--- src/rtl/v86r_pkg.sv ---
// Shared types and flag bit positions for the virtual-8086 software interrupt
// redirector. Assumes the 32-bit EFLAGS layout (TF 8, IF 9, IOPL 13:12, VIF 19).
package v86r_pkg;
    typedef enum logic [1:0] {
        DISP_NONE  = 2'b00,
        DISP_PMODE = 2'b01,
        DISP_RM5   = 2'b10,
        DISP_RM6   = 2'b11
    } disp_e;

    typedef enum logic [2:0] {
        S_IDLE, S_RD_OFF, S_RD_SEG, S_PUSH_FL, S_PUSH_CS, S_PUSH_IP
    } seq_e;

    localparam int FL_TF      = 8;
    localparam int FL_IF      = 9;
    localparam int FL_IOPL_LO = 12;
    localparam int FL_IOPL_HI = 13;
    localparam int FL_VIF     = 19;
    localparam int PUSH_WORDS = 3;
endpackage

--- src/rtl/v86r_decode.sv ---
// Chooses the dispatch flavour for a virtual-8086 software interrupt.
// Assumes the inputs are the live values on the request cycle; purely combinational.
module v86r_decode
    import v86r_pkg::*;
#(
    parameter int IOPL_W = 2
) (
    input  logic              vme,
    input  logic [IOPL_W-1:0] iopl,
    input  logic              redir_bit,
    output disp_e             disp
);
    localparam logic [IOPL_W-1:0] IOPL_MAX = {IOPL_W{1'b1}};

    // Redirect only when extensions are on and the bitmap clears the vector.
    always_comb begin
        if (vme && !redir_bit)
            disp = (iopl == IOPL_MAX) ? DISP_RM5 : DISP_RM6;
        else
            disp = DISP_PMODE;
    end
endmodule

--- src/rtl/v86r_flag_image.sv ---
// Builds the FLAGS word pushed on the stack and the EFLAGS value left after
// dispatch. Assumes disp holds one of the two redirect codes when used.
module v86r_flag_image
    import v86r_pkg::*;
#(
    parameter int FLAGS_W = 32,
    parameter int WORD_W  = 16
) (
    input  logic [FLAGS_W-1:0] eflags,
    input  disp_e              disp,
    output logic [WORD_W-1:0]  push_word,
    output logic [FLAGS_W-1:0] next_eflags
);
    logic virt;
    assign virt = (disp == DISP_RM6);

    // Pushed image: with virtual flags live, VIF stands in for IF and IOPL reads 3.
    always_comb begin
        push_word = eflags[WORD_W-1:0];
        if (virt) begin
            push_word[FL_IF]                 = eflags[FL_VIF];
            push_word[FL_IOPL_HI:FL_IOPL_LO] = 2'b11;
        end
    end

    // Post-dispatch flags: trap off, and the active interrupt enable off.
    always_comb begin
        next_eflags        = eflags;
        next_eflags[FL_TF] = 1'b0;
        if (virt) next_eflags[FL_VIF] = 1'b0;
        else      next_eflags[FL_IF]  = 1'b0;
    end
endmodule

--- src/rtl/v86r_seq.sv ---
// Sequencer for redirected dispatch: latches the request, reads the vector
// table entry, pushes three words and publishes the results. Assumes memory
// read data arrives one cycle after the read is issued.
module v86r_seq
    import v86r_pkg::*;
#(
    parameter int ADDR_W  = 32,
    parameter int WORD_W  = 16,
    parameter int VEC_W   = 8,
    parameter int FLAGS_W = 32
) (
    input  logic               clk,
    input  logic               rst_n,
    input  logic               start,
    input  disp_e              disp_in,
    input  logic [VEC_W-1:0]   vector,
    input  logic [WORD_W-1:0]  cur_cs,
    input  logic [WORD_W-1:0]  cur_ip,
    input  logic [WORD_W-1:0]  cur_ss,
    input  logic [WORD_W-1:0]  cur_sp,
    input  logic [FLAGS_W-1:0] cur_eflags,
    input  logic [WORD_W-1:0]  push_word,
    input  logic [FLAGS_W-1:0] next_eflags,
    output logic [FLAGS_W-1:0] flags_q,
    output disp_e              disp_q,
    output logic               mem_req,
    output logic               mem_we,
    output logic [ADDR_W-1:0]  mem_addr,
    output logic [WORD_W-1:0]  mem_wdata,
    input  logic [WORD_W-1:0]  mem_rdata,
    output logic               pm_req,
    output logic               v86_stay,
    output logic [WORD_W-1:0]  new_cs,
    output logic [2*WORD_W-1:0] new_eip,
    output logic [WORD_W-1:0]  new_sp,
    output logic [FLAGS_W-1:0] new_eflags,
    output logic               done
);
    localparam int ENTRY_SHIFT = 2;
    localparam int SEG_SHIFT   = 4;
    localparam int VPAD        = ADDR_W - VEC_W - ENTRY_SHIFT;
    localparam int SSPAD       = ADDR_W - WORD_W - SEG_SHIFT;
    localparam int SPPAD       = ADDR_W - WORD_W;
    localparam logic [WORD_W-1:0] WBYTES = WORD_W'(WORD_W / 8);

    seq_e               st;
    logic [VEC_W-1:0]   vec_q;
    logic [WORD_W-1:0]  cs_q, ip_q, ss_q, sp_q, off_q, seg_q;
    logic [ADDR_W-1:0]  vt_base;
    logic [ADDR_W-1:0]  ss_base;
    logic [ADDR_W-1:0]  push_addr [PUSH_WORDS];

    assign vt_base = {{VPAD{1'b0}}, vec_q, {ENTRY_SHIFT{1'b0}}};
    assign ss_base = {{SSPAD{1'b0}}, ss_q, {SEG_SHIFT{1'b0}}};

    // One stack address per pushed word, each a further word below SP.
    for (genvar k = 0; k < PUSH_WORDS; k++) begin : g_push
        logic [WORD_W-1:0] sp_k;
        assign sp_k         = sp_q - WORD_W'((k + 1) * (WORD_W / 8));
        assign push_addr[k] = ss_base + {{SPPAD{1'b0}}, sp_k};
    end

    // Memory port driven from the current state.
    always_comb begin
        mem_req   = 1'b1;
        mem_we    = 1'b0;
        mem_addr  = '0;
        mem_wdata = '0;
        unique case (st)
            S_RD_OFF:  mem_addr = vt_base;
            S_RD_SEG:  mem_addr = vt_base + ADDR_W'(WBYTES);
            S_PUSH_FL: begin mem_we = 1'b1; mem_addr = push_addr[0]; mem_wdata = push_word; end
            S_PUSH_CS: begin mem_we = 1'b1; mem_addr = push_addr[1]; mem_wdata = cs_q; end
            S_PUSH_IP: begin mem_we = 1'b1; mem_addr = push_addr[2]; mem_wdata = ip_q; end
            default:   mem_req = 1'b0;
        endcase
    end

    // State register, operand latch, table capture and result publication.
    always_ff @(posedge clk) begin
        if (!rst_n) begin
            st         <= S_IDLE;
            disp_q     <= DISP_NONE;
            vec_q      <= '0;
            cs_q       <= '0;
            ip_q       <= '0;
            ss_q       <= '0;
            sp_q       <= '0;
            flags_q    <= '0;
            off_q      <= '0;
            seg_q      <= '0;
            pm_req     <= 1'b0;
            v86_stay   <= 1'b0;
            new_cs     <= '0;
            new_eip    <= '0;
            new_sp     <= '0;
            new_eflags <= '0;
            done       <= 1'b0;
        end else begin
            pm_req <= 1'b0;
            done   <= 1'b0;
            unique case (st)
                S_IDLE: if (start) begin
                    disp_q  <= disp_in;
                    vec_q   <= vector;
                    cs_q    <= cur_cs;
                    ip_q    <= cur_ip;
                    ss_q    <= cur_ss;
                    sp_q    <= cur_sp;
                    flags_q <= cur_eflags;
                    if (disp_in == DISP_RM5 || disp_in == DISP_RM6) begin
                        v86_stay <= 1'b1;
                        st       <= S_RD_OFF;
                    end else begin
                        v86_stay <= 1'b0;
                        pm_req   <= 1'b1;
                    end
                end
                S_RD_OFF:  st <= S_RD_SEG;
                S_RD_SEG:  begin off_q <= mem_rdata; st <= S_PUSH_FL; end
                S_PUSH_FL: begin seg_q <= mem_rdata; st <= S_PUSH_CS; end
                S_PUSH_CS: st <= S_PUSH_IP;
                S_PUSH_IP: begin
                    new_cs     <= seg_q;
                    new_eip    <= {{WORD_W{1'b0}}, off_q};
                    new_sp     <= sp_q - WORD_W'(PUSH_WORDS * (WORD_W / 8));
                    new_eflags <= next_eflags;
                    done       <= 1'b1;
                    st         <= S_IDLE;
                end
                default: st <= S_IDLE;
            endcase
        end
    end
endmodule

--- src/rtl/v86_swint_redirect.sv ---
// Top of the virtual-8086 software interrupt redirector: decode, flag image
// and sequencer. Assumes a 16-bit word memory port with one-cycle read latency.
module v86_swint_redirect
    import v86r_pkg::*;
#(
    parameter int ADDR_W  = 32,
    parameter int WORD_W  = 16,
    parameter int VEC_W   = 8,
    parameter int FLAGS_W = 32,
    parameter int IOPL_W  = 2
) (
    input  logic               clk,
    input  logic               rst_n,
    input  logic               start,
    input  logic               vme,
    input  logic [IOPL_W-1:0]  iopl,
    input  logic [VEC_W-1:0]   vector,
    input  logic               redir_bit,
    input  logic [WORD_W-1:0]  cur_cs,
    input  logic [WORD_W-1:0]  cur_ip,
    input  logic [WORD_W-1:0]  cur_ss,
    input  logic [WORD_W-1:0]  cur_sp,
    input  logic [FLAGS_W-1:0] cur_eflags,
    output logic               mem_req,
    output logic               mem_we,
    output logic [ADDR_W-1:0]  mem_addr,
    output logic [WORD_W-1:0]  mem_wdata,
    input  logic [WORD_W-1:0]  mem_rdata,
    output logic [1:0]         disp_method,
    output logic               pm_req,
    output logic               v86_stay,
    output logic [WORD_W-1:0]  new_cs,
    output logic [2*WORD_W-1:0] new_eip,
    output logic [WORD_W-1:0]  new_sp,
    output logic [FLAGS_W-1:0] new_eflags,
    output logic               done
);
    disp_e              disp_live, disp_q;
    logic [FLAGS_W-1:0] flags_q, next_eflags;
    logic [WORD_W-1:0]  push_word;

    assign disp_method = disp_q;

    v86r_decode #(.IOPL_W(IOPL_W)) u_dec (
        .vme(vme), .iopl(iopl), .redir_bit(redir_bit), .disp(disp_live)
    );

    v86r_flag_image #(.FLAGS_W(FLAGS_W), .WORD_W(WORD_W)) u_img (
        .eflags(flags_q), .disp(disp_q),
        .push_word(push_word), .next_eflags(next_eflags)
    );

    v86r_seq #(.ADDR_W(ADDR_W), .WORD_W(WORD_W), .VEC_W(VEC_W), .FLAGS_W(FLAGS_W)) u_seq (
        .clk(clk), .rst_n(rst_n), .start(start), .disp_in(disp_live),
        .vector(vector), .cur_cs(cur_cs), .cur_ip(cur_ip), .cur_ss(cur_ss),
        .cur_sp(cur_sp), .cur_eflags(cur_eflags), .push_word(push_word),
        .next_eflags(next_eflags), .flags_q(flags_q), .disp_q(disp_q),
        .mem_req(mem_req), .mem_we(mem_we), .mem_addr(mem_addr),
        .mem_wdata(mem_wdata), .mem_rdata(mem_rdata), .pm_req(pm_req),
        .v86_stay(v86_stay), .new_cs(new_cs), .new_eip(new_eip),
        .new_sp(new_sp), .new_eflags(new_eflags), .done(done)
    );
endmodule

--- config.mk ---
export PLATFORM = sky130hd
export DESIGN_NAME = v86_swint_redirect
export DESIGN_NICKNAME = d
export VERILOG_FILES = /design/src/rtl/v86r_pkg.sv /design/src/rtl/v86r_decode.sv /design/src/rtl/v86r_flag_image.sv /design/src/rtl/v86r_seq.sv /design/src/rtl/v86_swint_redirect.sv
export SDC_FILE = /design/constraint.sdc
export NUM_CORES = 1
export LEC_CHECK = 0
export ABC_AREA = 0
export ABC_CLOCK_PERIOD_IN_PS = 5600
export BUFFER_PORTS_ARGS = -buffer_cell sky130_fd_sc_hd__buf_4
export CELL_PAD_IN_SITES_DETAIL_PLACEMENT = 1
export CELL_PAD_IN_SITES_GLOBAL_PLACEMENT = 1
export CORE_UTILIZATION = 42
export CTS_BUF_LIST = sky130_fd_sc_hd__clkbuf_8
export CTS_CLUSTER_SIZE = 10
export DETAILED_ROUTE_END_ITERATION = 6
export GPL_TIMING_DRIVEN = 1
export PLACE_DENSITY_LB_ADDON = 0.1
export SETUP_SLACK_MARGIN = 0.3
export SYNTH_ARGS = -nofsm -noshare
export SYNTH_HDL_FRONTEND = slang
export SYNTH_HIERARCHICAL = 1
export SYNTH_SLANG_ARGS = --single-unit
--- constraint.sdc ---
create_clock -name clk -period 5.6 [get_ports clk]
set_input_delay 0.84 -clock clk [delete_from_list [all_inputs] [get_ports clk]]
set_output_delay 0.84 -clock clk [all_outputs]
set_load 0.02 [all_outputs]
# Word level (Yosys, flattened, before mapping)

Index checks and enable logic that the tools add are counted.

Add/subtract/negate cells: 7
Equal/unequal tests: 11
Muxes and demuxes: 16
Reductions and logical operators: 9

Operator list:

| operator                                              | count |
|---|---|
| case mux 32 bit (5 select lines)                      | 1 |
| adder 20 x 16 -> 21 bit                               | 3 |
| case mux 16 bit (3 select lines)                      | 1 |
| subtractor 16 x 3 -> 16 bit, second input constant    | 2 |
| subtractor 16 x 2 -> 16 bit, second input constant    | 1 |
| case mux 3 bit (5 select lines)                       | 1 |
| adder 10 x 2 -> 11 bit, second input constant         | 1 |
| two-way mux 1 bit                                     | 9 |
| equality test 2 bit, second input constant            | 4 |
| equality test 3 x 2 -> 1 bit, second input constant   | 2 |
| equality test 3 bit, second input constant            | 2 |
| two-way mux 3 bit                                     | 2 |
| OR reduction 5 bit                                    | 1 |
| two-way mux 2 bit                                     | 2 |
| AND reduction 2 bit                                   | 2 |
| equality test 3 x 1 -> 1 bit, second input constant   | 1 |
| logical NOT 3 bit                                     | 1 |
| AND reduction 3 bit                                   | 1 |
| OR reduction 3 bit                                    | 1 |
| inequality test 2 x 1 -> 1 bit, second input constant | 1 |
| inequality test 2 bit, second input constant          | 1 |
| logical AND 1 bit                                     | 1 |
| logical NOT 1 bit                                     | 1 |
| logical OR 1 bit                                      | 1 |

Flip-flop bits (word level): 223
Bits of input ports: 127
Output and inout bits: 151

# Longest topological paths before layout

Gate-level depths: netlist of run 1.

Depth after elaboration: 8
Mapped depth: 14
Mapped depth without buffers: 12

# Hierarchy

The synthesis of run 1 kept the hierarchy.

By module, submodules not included:

| module          | instances | cells each | area each (µm²) | sequential area each (µm²) |
|---|---|---|---|---|
| v86r_seq        | 1         | 1,295      | 9,905.8         | 4,484.3 |
| v86r_flag_image | 1         | 50         | 375.4           | 0.0 |
| v86r_decode     | 1         | 2          | 15.0            | 0.0 |

# Worst setup path after synthesis of run 1

No wires, ideal clock.

Kind: register to output
Start: register u_seq.sp_q[3]
End: output mem_addr[15]
Data arrival time: 3.353 ns
Setup slack: 1.407 ns
Stages on the path, launching flop included: 14
Cell sequence: dfxtp_1 buf_2 inv_1 ha_1 a2111oi_4 a22oi_2 nor3_1 xor2_1 ha_1 a21oi_1 nand2_1 o21ai_0 a21oi_1 nor3_1

Word-level cells in the longest chain between the ends: 3

RTL lines:

| what                                                                       | RTL line                 | source |
|---|---|---|
| start, declared                                                            | v86r_seq.sv:48           | `logic [WORD_W-1:0] cs_q, ip_q, ss_q, sp_q, off_q, seg_q;` |
| start signal, assigned                                                     | v86r_seq.sv:109          | `sp_q <= cur_sp;` |
| subtractor 16 x 3 -> 16 bit or subtractor 16 x 2 -> 16 bit (tied branches) | v86r_seq.sv:59           | `assign sp_k = sp_q - WORD_W'((k + 1) * (WORD_W / 8));` |
| adder 20 x 16 -> 21 bit                                                    | v86r_seq.sv:60           | `assign push_addr[k] = ss_base + {{SPPAD{1'b0}}, sp_k};` |
| case mux 32 bit (5 select lines) *                                         | v86r_seq.sv:69           | `unique case (st)` |
| end, declared                                                              | v86_swint_redirect.sv:26 | `output logic [ADDR_W-1:0] mem_addr,` |

Mark *: on every way between the ends. The rest lies on a longest branch, timed or not.

# Worst setup path after layout of run 1

Start: register u_seq.sp_q[1]
End: output mem_addr[18]

Same word-level chain as after synthesis.

==> results.md, run 1 <==
- Total power divided by cell area: 303 nW/um2
- Antenna violations before repair: 3
- Max Clock Freq: 0.200 GHz
- Crit path time final: 4.99 ns
- Die ar.: about 25000 um2
- Yosys warning count: 6
- Area Growth Syn to Fin: 22.0%
- All-Layer GR Usage: 24.6%
- Die Ht: 159 um
- Layout cell share with drive strength beyond 1: 22.4%
- Mapped Cells: 1347
- Top-level port count: 278
- Worst VDD drop: between 150 and 200 uV
- Vias in the first global route: around 9200
- Clk sinks: 224
- Global-route wire length before repair: 48.7 mm
- CTS Buf Count: 39
- Status: complete, no violations
- Hold Vio Cnt, Final: 0
- Clock tree buffer depth: 3
- Leading cell types by total area after synthesis: dfxtp_1 44%, nand2_1 16%, a21oi_1 11%
- Drt drc: 0
- Final HPWL DP: 21.5 mm
- CTS tree: built
- Max-cap violations: 0
- Routed length per instance: 16.9 um
- Crit path capture: mem_addr[18]
- WHS Path Cells: 2
- Routability cong.: approximately 0.87
- # setup viols final: 0
- Buffers on Ports: 250
- GRT overflow: 0
- DR iter-0 viols: 488
- Final non-filler cell total: 1852
- Netlist cell types: 66
- Clock transition at path regs: about 0.060 ns
- Hold crit path type: reg -> reg
- Most used DFF post-synth: dfxtp_1
- Measured slew at the worst slew-check pin: 1.05 ns
- Leakage: 5.12 nW
- Largest net degree at the start of global routing: 95
- Worst Path Max Fanout: 9
- TNS Setup: 0 ns
- CP startpoint: u_seq/sp_q[1]
- Initial Util: 43.3%
- CP Data Arrival Time: 4.15 ns
- Post-Place Cells: 1785
- Most common cell in the netlist: nand2_1
- Syn_area_per_cell: 7.64 um2
- Clock Skews: 0.0189 ns
- Crit start category: flip-flop
- Period utilization: approximately nine tenths
- Async set or reset register ratio after synthesis: 0%
- Root buffer cell: clkbuf_8
- Crit path kind: reg -> out
- Via density: 5.08
- Proportion of netlist area held by the largest area contributor: between 40% and 50%
- Post-CTS Setup Inserts: 0
- Syn Std Cell Area: 10300 um2
- RSZ-0062 raised after global routing: no
- Crit end category: output pin
- Number of synthesized flops with an enable pin: 0
- Max-slew headroom: 30.1%
- Hold_sp: u_seq/off_q[13]
- Detail Route Antenna Nets: 0
- Core region area: between 20000 and 25000 um2
- Final #Nets: roughly 1700
- R2R setup slack: ~2.8 ns
- FF-to-FF path depth: 6
- Post-synth top area cell: dfxtp_1
- CTS H-tree depth: 2
- First-pass iteration count of the detailed router: 4
- Hold_buf cts: 0
- Number of synthesized register bits: 224
- Routed via count: around 9400
- Critical R2R Capture: u_seq/cs_q[9]
- Reg-to-Reg Start: u_seq/st[0]
- Final wirelength: 31.3 mm
- Worst-Skew Late Latency: 0.54 ns
- Commonest cells post-synth: 449 x nand2_1, 232 x a21oi_1, 224 x dfxtp_1
- CP required: 4.76 ns
- Row cnt: 56
- Pwr Total: around 3.8 mW
- Die W: roughly 160 um
- Slew Viols, Final: 0
- Sequential area share after synthesis: 43.6%
## kinds of logic after synthesis
group,Yosys count,synth area share (%)
compound gates,325,17.5
xor+xnor,30,2.55
fa+ha+maj,19,2.38
buf+inv,175,9.56
flops,224,43.6
mux,22,2.19
other cells,2,0.0729
simple gates,550,22.2
## final cells by class
cell class	instances	area [um2]
Antenna cell	1	2.50
Clock buffer	46	633
Clock inverter	20	98.8
Fill cell	2977	11200
Inverter	8	35.0
Multi-Input combinational cell	974	4950
Sequential cell	224	4490
Tap cell	319	399
Timing Repair Buffer	260	1950
## worst max-delay path, stage by stage (launching register included)
cell	delay, ns
dfxtp_1	0.45
ha_2	0.30
nor3_4	0.24
nand2_1	0.20
a211o_1	0.33
a221oi_1	0.30
a31oi_1	0.14
ha_1	0.42
nand2_1	0.09
nor3_1	0.25
a21oi_1	0.19
or3_1	0.39
a21oi_1	0.15
buf_4	0.16
## power breakdown
part | switching, mW | total [mW] | internal (mW)
Clock | 0.676 | 1.42 | 0.749
Sequential | 0.0687 | 1.73 | 1.66
Combinational | 0.395 | 0.648 | 0.253
## stage by stage
| step | setup WS (ns) | hold WS, ns | util, % | cell area [um2] |
|---|---|---|---|---|
| finish | 0.612 | 0.451 | 52.9 | 12600 |
| detailed placement | 0.873 | 0.445 | 49.8 | 11800 |
| global route | 0.333 | 0.464 | 52.9 | 12600 |
| global placement | 1.05 | 0.438 | 49.8 | 11800 |
| floorplan | 1.41 | 0.432 | - | 10400 |
| CTS | 0.348 | 0.453 | 52.8 | 12600 |
## worst min-delay path by stage
stage / to / slack, ns
after floorplan: u_seq/new_cs[0] / 0.43
after global placement: u_seq/new_cs[14] / 0.44
after detailed placement: u_seq/new_eip[1] / 0.45
after CTS: u_seq/new_eip[6] / 0.45
after global routing: u_seq/new_eflags[29] / 0.46
final: u_seq/new_eip[13] / 0.45
## registers in the layout, summed over array words and instances, names as in the netlist
register / count
u_seq/cs_q: 16
u_seq/disp_q: 2
u_seq/done: 1
u_seq/flags_q: 32
u_seq/ip_q: 16
u_seq/new_cs: 16
u_seq/new_eflags: 32
u_seq/new_eip: 16
u_seq/new_sp: 16
u_seq/off_q: 16
u_seq/pm_req: 1
u_seq/seg_q: 16
u_seq/sp_q: 16
u_seq/ss_q: 16
u_seq/st: 3
u_seq/v86_stay: 1
u_seq/vec_q: 8
## timing repair
| action | in CTS | in global routing |
|---|---|---|
| pin swaps | 0 | 1 |
| endpoints found under the setup margin | 3 | 9 |
| resized for setup | 1 | 4 |
## layer usage
layer	wire (um)	global-route usage [%]	vias up	part of all wire (%)
met4	772	7.92	2	2.5
met2	14300	39.2	245	45
met1	14000	31.9	4429	45
li1	-	-	4685	-
met3	2330	7.32	52	7.4
met5	11	0	-	0.035
## placed cells by master, fill, tap and decap left out, types with 4 or more instances in the layout
cell	synthesis	final
nand2b_1	7	7
a21o_1	5	5
xnor2_1	13	13
a22oi_1	5	5
buf_4	73	260
o22ai_1	4	4
nand3_1	8	8
o211ai_1	4	4
nand2_1	449	447
a21oi_1	232	231
mux2i_1	21	21
clkinv_2	0	4
ha_1	18	17
o21ai_0	42	41
xor2_1	17	17
nor3_1	7	7
conb_1	2	28
inv_1	8	20
clkbuf_8	0	46
or3_1	5	5
dfxtp_1	224	221
a211oi_1	12	12
nor2_1	36	36
Note: power is estimated with default switching activity, not from simulation.
==> run 2, diff against run 1 <==
Settings changed: CTS_CLUSTER_DIAMETER from default to 50, SKIP_LAST_GASP from default to 1, SYNTH_HIERARCHICAL 1 to default.
==> run 2 against run 1 <==
  * Register-to-register slack got worse by 0.03 ns
  * Die area fell by 2.5%
  * Clock power fell by 25%
  * First-iteration DRC count did not move
  * Sequential share of layout area rose by 0.33 points
  * Routed wire length rose by 0.47%
  * Non-clock buffer count rose by 6
  * Synthesized cell count fell by 2.2%
  * Clock skew fell by 0.010 ns
  * Final cell count fell by 0.54%
  * Maximum frequency fell by 0.13%
==> results.md, run 2 <==
- Status: complete, no violations
- R2R setup slack: 2.78 ns (-0.03 ns)
- Crit start category: flip-flop
- Row cnt: 56 (unchanged)
- Layout cell share with drive strength beyond 1: 21.4% (-0.98 points)
- Root buffer cell: clkbuf_8
- Adder-Cell Fraction of Synth Area: 2.57% (+0.19 points)
- GRT overflow: 0 (unchanged)
- Sequential area share after synthesis: 44.5% (+0.92 points)
- Clk sinks: 223 (-0.45%)
- Async set or reset register ratio after synthesis: 0% (unchanged)
- Final core utilization: 52.8% (-0.11 points)
- CTS tree: built
- Post-synthesis compound-gate area fraction: 18.8% (+1.3 points)
- Crit path largest cell delay: 0.46 ns (about the same)
- Final HPWL DP: 22.4 mm (+4.1%)
- # setup viols final: 0 (unchanged)
- TNS Setup: 0 ns (unchanged)
- Hold Vio Cnt, Final: 0 (unchanged)
- Final non-filler cell total: 1842 (-0.54%)
- Most used DFF post-synth: dfxtp_1
- Leading cell types by total area after synthesis: dfxtp_1 44%, nand2_1 17%, a21oi_1 12%
- Combinational share of power: 19.0% (+2.0 points)
- Internal: 2.42 mW (-9.3%)
- Yosys warning count: 0 (-6)
- Total power divided by cell area: 278 nW/um2 (-8.3%)
- Clock tree buffer depth: 3 (unchanged)
- Largest net degree at the start of global routing: 131 (+38%)
- Main combinational cell family by area after synthesis: simple AND/OR/NAND/NOR gates
- Slew Viols, Final: 0 (unchanged)
- Hold Path End: u_seq.new_cs[8]
- Final #Nets: 1664 (+0.67%)
- Worst-Skew Late Latency: 0.55 ns (about the same)
- Commonest cells post-synth: 446 x nand2_1, 238 x a21oi_1, 223 x dfxtp_1
- Die Ht: 157 um (-1.2%)
- Clock Skews: 0.00883 ns (-0.0100 ns)
- Number of synthesized flops with an enable pin: 0 (unchanged)
- Reg power frac: 50.0% (+4.5 points)
- Area Growth Syn to Fin: 23.4%
- Proportion of netlist area held by the largest area contributor: 44.5% (+0.92 points)
- Reg-to-Reg Start: u_seq.st[0]
- Switching Share: 29.8% (-0.16 points)
- Core region area: 23500 um2 (-1.2%)
- WHS Path Cells: 2 (unchanged)
- Most frequent cells in the layout: 444 x nand2_1, 266 x buf_4, 238 x a21oi_1
- Post-Synth Simple-Gate Area: 22.5% (+0.37 points)
- Syn_area_per_cell: 7.62 um2 (-0.29%)
- CP required: 4.76 ns (about the same)
- CTS H-tree depth: 1 (-1)
- Number of synthesized register bits: 223 (-0.45%)
- Detail Route Antenna Nets: 0 (unchanged)
- Initial Util: 42.8% (-0.59 points)
- DR iter-0 viols: 488 (unchanged)
- Ant. Diodes: 0 (-1)
- Post-Place Cells: 1804 (+1.1%)
- All-Layer GR Usage: 25.4% (+0.78 points)
- Antenna violations before repair: 0 (-3)
- RSZ-0062 raised after global routing: no
- CP startpoint: u_seq.sp_q[2]
- Max-cap violations: 0 (unchanged)
- Buffers on Ports: 249 (-0.40%)
- CP Data Arrival Time: 4.15 ns (about the same)
- Routed length per instance: 17.1 um (+1.0%)
- Leakage: 4.92 nW (-3.8%)
- Worst VDD drop: 162 uV (-1.7%)
- Global-route wire length before repair: 49.4 mm (+1.5%)
- Pwr Total: 3.44 mW (-9.6%)
- Post-synthesis mux area share: 2.11% (-0.081 points)
- Largest regs: u_seq.flags_q x32, u_seq.new_eflags x31
- Final Worst Setup Slack: 0.606 ns (-0.00646 ns)
- Crit end category: output pin
- Hold crit path type: reg -> reg
- Crit path time final: 4.99 ns (+0.00646 ns)
- Routed via count: 9512 (+1.1%)
- Crit path kind: reg -> out
- Hold_buf cts: 0 (unchanged)
- Hold_sp: u_seq.seg_q[8]
- Clock power frac: 31.0% (-6.4 points)
- Worst Path Max Fanout: 8 (-1)
- Max Clock Freq: 0.200 GHz (-0.13%)
- Netlist cell types: 68 (+3.0%)
- Post-Synth XOR/XNOR Area: 2.36% (-0.20 points)
- Top reg by flops: u_seq.flags_q
- First-pass iteration count of the detailed router: 5 (+1)
- Syn Std Cell Area: 10000 um2 (-2.5%)
- Fill cells: 2967 (-0.34%)
- Critical R2R Capture: u_seq.cs_q[2]
- Top-level port count: 278 (unchanged)
- Period utilization: 89.2% (+0.12 points)
- FF-to-FF path depth: 6 (unchanged)
- Crit path cell chain: ha_1 -> a2111oi_4 -> nand4_1 -> and3_1 -> o31ai_1 -> o31ai_1 -> ha_2 -> nand4_1 -> nor3_2 -> o211ai_1 -> a2111o_1 -> o21ai_1 -> buf_4
- Max reg flops: 32
- Most common cell after layout, fill and taps aside: nand2_1
- Measured slew at the worst slew-check pin: 1.20 ns (+0.152 ns)
- Via density: 5.16 (+1.6%)
- Die ar.: 24500 um2 (-2.5%)
- Sw power: 1.03 mW (-10%)
- Most common cell in the netlist: nand2_1
- CTS Buf Count: 27 (-31%)
- Routability cong.: 0.885 (+1.2%)
- Final wirelength: 31.5 mm (+0.47%)
- Drt drc: 0 (unchanged)
- Max-slew headroom: 19.7% (-10 points)
- Vias in the first global route: 9464 (+3.4%)
- Pre-CTS setup slack: 0.825 ns (-0.0475 ns)
- Die W: 157 um (-1.2%)
- Post-synth top area cell: dfxtp_1
- Clock transition at path regs: 0.07 ns (about the same)
- Mapped Cells: 1317 (-2.2%)
- Slowest CP cell: a2111oi_4
[run 2: cell types whose count changed after synthesis, moves of 7 or more]
cell	change
buf_2	-17
buf_4	-44
clkbuf_1	+10
inv_1	+7
nor2_1	+8
o21ai_0	-26
o21ai_1	+22
[run 2: metal layers]
metal	GRT usage (%)	part of all wire, %
met5	0	0
met4	7.84	2.9
met3	6.34	6.4
met2	44.6	49
met1	30.3	42
[run 2: final cells by class]
type	instances	area, um2	share of cell area [%]
Clock inverter	3	20.0	0.162
Timing Repair Buffer	266	2000	16.1
Clock buffer	32	440	3.56
Inverter	15	61.3	0.495
Multi-Input combinational cell	984	5000	40.4
Sequential cell	223	4470	36.1
Tap cell	319	399	3.22
[run 2: power groups by stage]
stage	Clock [mW]	Sequential, mW	Combinational, mW
after global routing	1.15	1.73	0.731
after CTS	1.10	1.72	0.651
after global placement	0	1.75	0.639
after floorplan	0	1.73	0.473
after detailed placement	0	1.76	0.648
final	1.07	1.72	0.653
[run 2: timing repair]
| item | 4_1_cts | 5_1_grt |
|---|---|---|
| pin swaps | 0 | 2 |
| gates resized for setup | 1 | 6 |
| gates cloned | 0 | 0 |
| setup buffers | 0 | 3 |
| endpoints found under the setup margin | 2 | 5 |
[run 2: worst max-delay path by stage]
| stage | slack, ns | to |
|---|---|---|
| 4_1_cts | 0.31 | mem_addr[19] |
| 6_report | 0.61 | mem_addr[18] |
| 3_3_place_gp | 0.96 | mem_addr[17] |
| 5_1_grt | 0.29 | mem_addr[19] |
| 2_1_floorplan | 0.46 | mem_addr[20] |
| 3_5_place_dp | 0.83 | mem_addr[19] |
[run 2: cells by family (layout without fill, tap and decap cells)]
| family | Yosys count | count (layout) |
|---|---|---|
| AO/OA/AOI/OAI | 338 | 338 |
| XOR/XNOR | 27 | 27 |
| adder cells (fa/ha/maj) | 20 | 20 |
| buffers and inverters | 137 | 316 |
| flip-flops | 223 | 223 |
| multiplexers | 21 | 21 |
| other | 1 | 28 |
| AND/OR/NAND/NOR | 550 | 550 |
[run 2: critical path, delay by kind of cell (launching register included)]
kind / cells / cell delay, ns
AO/OA/AOI/OAI: 6 / 1.60
AND/OR/NAND/NOR: 4 / 0.79
flip-flops: 1 / 0.38
buffers and inverters: 1 / 0.16
adder cells (fa/ha/maj): 2 / 0.68
[run 2: stage by stage]
stage	cell area [um2]	hold WS [ns]
floorplan	10100	0.432
global route	12400	0.462
global placement	11900	0.438
finish	12400	0.446
detailed placement	11900	0.446
CTS	12300	0.451
==> run 3, diff against run 2 <==
Settings changed: CORE_MARGIN from default to 2, PLACE_DENSITY_LB_ADDON 0.1 to 0.05.
==> run 3 against run 2 <==
  * Final area shrank 0.37%
  * Maximum frequency increased by 0.27%
  * Via count down 0.34%
  * Sequential share of layout area increased by 0.14 points
  * Core utilization is 0.20 points lower
  * Largest cell class unchanged
  * Largest power group unchanged
==> results.md, run 3 (synthesized netlist as in run 2, its figures left out) <==
- Status: complete, no violations
- Sw power: 1.02 mW (-0.23%)
- Hold crit path type: reg -> reg
- Most common cell after layout, fill and taps aside: nand2_1
- Die ar.: 25200 um2 (+2.6%)
- Leakage: 4.90 nW (-0.53%)
- Global-route wire length before repair: 49.7 mm (+0.57%)
- Clock Skews: 0.0392 ns (+0.0304 ns)
- Measured slew at the worst slew-check pin: 1.18 ns (-0.0234 ns)
- Worst Path Max Fanout: 9 (+1)
- Core region area: 23500 um2 (unchanged)
- Pwr Total: 3.40 mW (-1.3%)
- Row cnt: 56 (unchanged)
- Top reg by flops: u_seq.flags_q
- CP required: 4.76 ns (about the same)
- Clock power frac: 30.2% (-0.8 points)
- CP Data Arrival Time: 4.14 ns (about the same)
- RSZ-0062 raised after global routing: yes
- Reg power frac: 50.7% (+0.7 points)
- CTS Buf Count: 27 (unchanged)
- Hold_buf cts: 0 (unchanged)
- Root buffer cell: clkbuf_8
- Routed length per instance: 17.4 um (+1.6%)
- DR iter-0 viols: 480 (-1.6%)
- Clk sinks: 223 (unchanged)
- Final #Nets: 1662 (-0.12%)
- Switching Share: 30.1% (+0.32 points)
- CTS tree: built
- Top-level port count: 278 (unchanged)
- Crit path kind: reg -> out
- Worst VDD drop: 144 uV (-11%)
- Crit end category: output pin
- GRT overflow: 0 (unchanged)
- TNS Setup: 0 ns (unchanged)
- Initial Util: 42.8% (unchanged)
- Clock tree buffer depth: 3 (unchanged)
- Clock transition at path regs: 0.07 ns (about the same)
- Internal: 2.37 mW (-1.7%)
- Antenna violations before repair: 0 (unchanged)
- R2R setup slack: 2.79 ns (about the same)
- Via density: 5.15 (-0.23%)
- Final core utilization: 52.6% (-0.20 points)
- All-Layer GR Usage: 24.8% (-0.59 points)
- Buffers on Ports: 249 (unchanged)
- Crit path time final: 4.98 ns (-0.0135 ns)
- Routability cong.: 0.898 (+1.4%)
- Combinational share of power: 19.1% (about the same)
- Crit start category: flip-flop
- Largest net degree at the start of global routing: 117 (-11%)
- Drt drc: 0 (unchanged)
- First-pass iteration count of the detailed router: 4 (-1)
- Detail Route Antenna Nets: 0 (unchanged)
- Worst-Skew Late Latency: 0.57 ns (+0.02 ns)
- Final wirelength: 31.9 mm (+1.5%)
- Period utilization: 88.9% (-0.24 points)
- Routed via count: 9480 (-0.34%)
- # setup viols final: 0 (unchanged)
- Max reg flops: 32 (unchanged)
- Max-slew headroom: 21.3% (+1.6 points)
- Die Ht: 159 um (+1.3%)
- Largest regs: u_seq.flags_q x32, u_seq.new_eflags x31
- Layout cell share with drive strength beyond 1: 21.1% (-0.30 points)
- Hold Vio Cnt, Final: 0 (unchanged)
- CTS H-tree depth: 1 (unchanged)
- Vias in the first global route: 9432 (-0.34%)
- Most frequent cells in the layout: 444 x nand2_1, 264 x buf_4, 238 x a21oi_1
- Max Clock Freq: 0.201 GHz (+0.27%)
- Area Growth Syn to Fin: 23.0%
- Max-cap violations: 0 (unchanged)
- Ant. Diodes: 0 (unchanged)
- Slew Viols, Final: 0 (unchanged)
- Die W: 159 um (+1.3%)
- Total power divided by cell area: 275 nW/um2 (-0.92%)
- Final HPWL DP: 22.7 mm (+1.3%)
[run 3: power by group through the flow]
stage	clock network, mW	registers (mW)	logic, mW
final	1.03	1.72	0.649
after global routing	1.13	1.73	0.723
after CTS	1.06	1.72	0.646
after detailed placement	0	1.76	0.642
after global placement	0	1.75	0.634
after floorplan	0	1.73	0.473
[run 3: area by class of cell]
class,count,area [um2]
clock buffers,29,399
inverters,15,61.3
well taps,319,399
clock inverters,6,32.5
fillers,2953,11100
multi-input cells,984,5000
flip-flops and latches,223,4470
repair buffers,264,1980
[run 3: worst paths after layout]
kind                            cells after the start           endpoint             from
worst min-delay path                                2  u_seq.new_eip[15]  u_seq.off_q[15]
worst max register to register                      6     u_seq.ip_q[11]      u_seq.st[0]
worst max-delay path                               12       mem_addr[16]    u_seq.sp_q[1]
worst min register to register                      2  u_seq.new_eip[15]  u_seq.off_q[15]
[run 3: per-stage QoR]
step	worst slack [ns]	cell area, um2	cells	hold slack (ns)
after detailed placement	0.672	11900	1803	0.446
after CTS	0.325	12300	1838	0.444
final	0.619	12300	1840	0.434
after global placement	0.780	11900	1803	0.438
after global routing	0.280	12300	1840	0.473
after floorplan	0.463	10100	1344	0.432
[run 3: timing repair]
item | 4_1_cts | 5_1_grt
resized for setup | 1 | 5
endpoints found under the hold margin | 0 | 0
endpoints found under the setup margin | 4 | 7
setup buffers | 0 | 2
pin swaps | 0 | 1
[run 3: per-layer routing]
metal / vias up / wire (um) / GRT usage, %
met5: - / 0 / 0
met4: 0 / 586 / 5.11
met3: 30 / 2110 / 6.78
met2: 218 / 15800 / 43.3
met1: 4509 / 13500 / 30.7
li1: 4723 / - / -
[run 3: worst max-delay path, stage by stage, from the launching register on]
cell and delay (ns):
dfxtp_1 0.45, ha_1 0.36, mux2_2 0.33, o41ai_1 0.48
a21oi_1 0.12, a31oi_1 0.22, ha_1 0.33, a21oi_1 0.28
o211ai_1 0.14, o211ai_1 0.28, a21oi_1 0.13, nor3b_1 0.26
buf_4 0.19
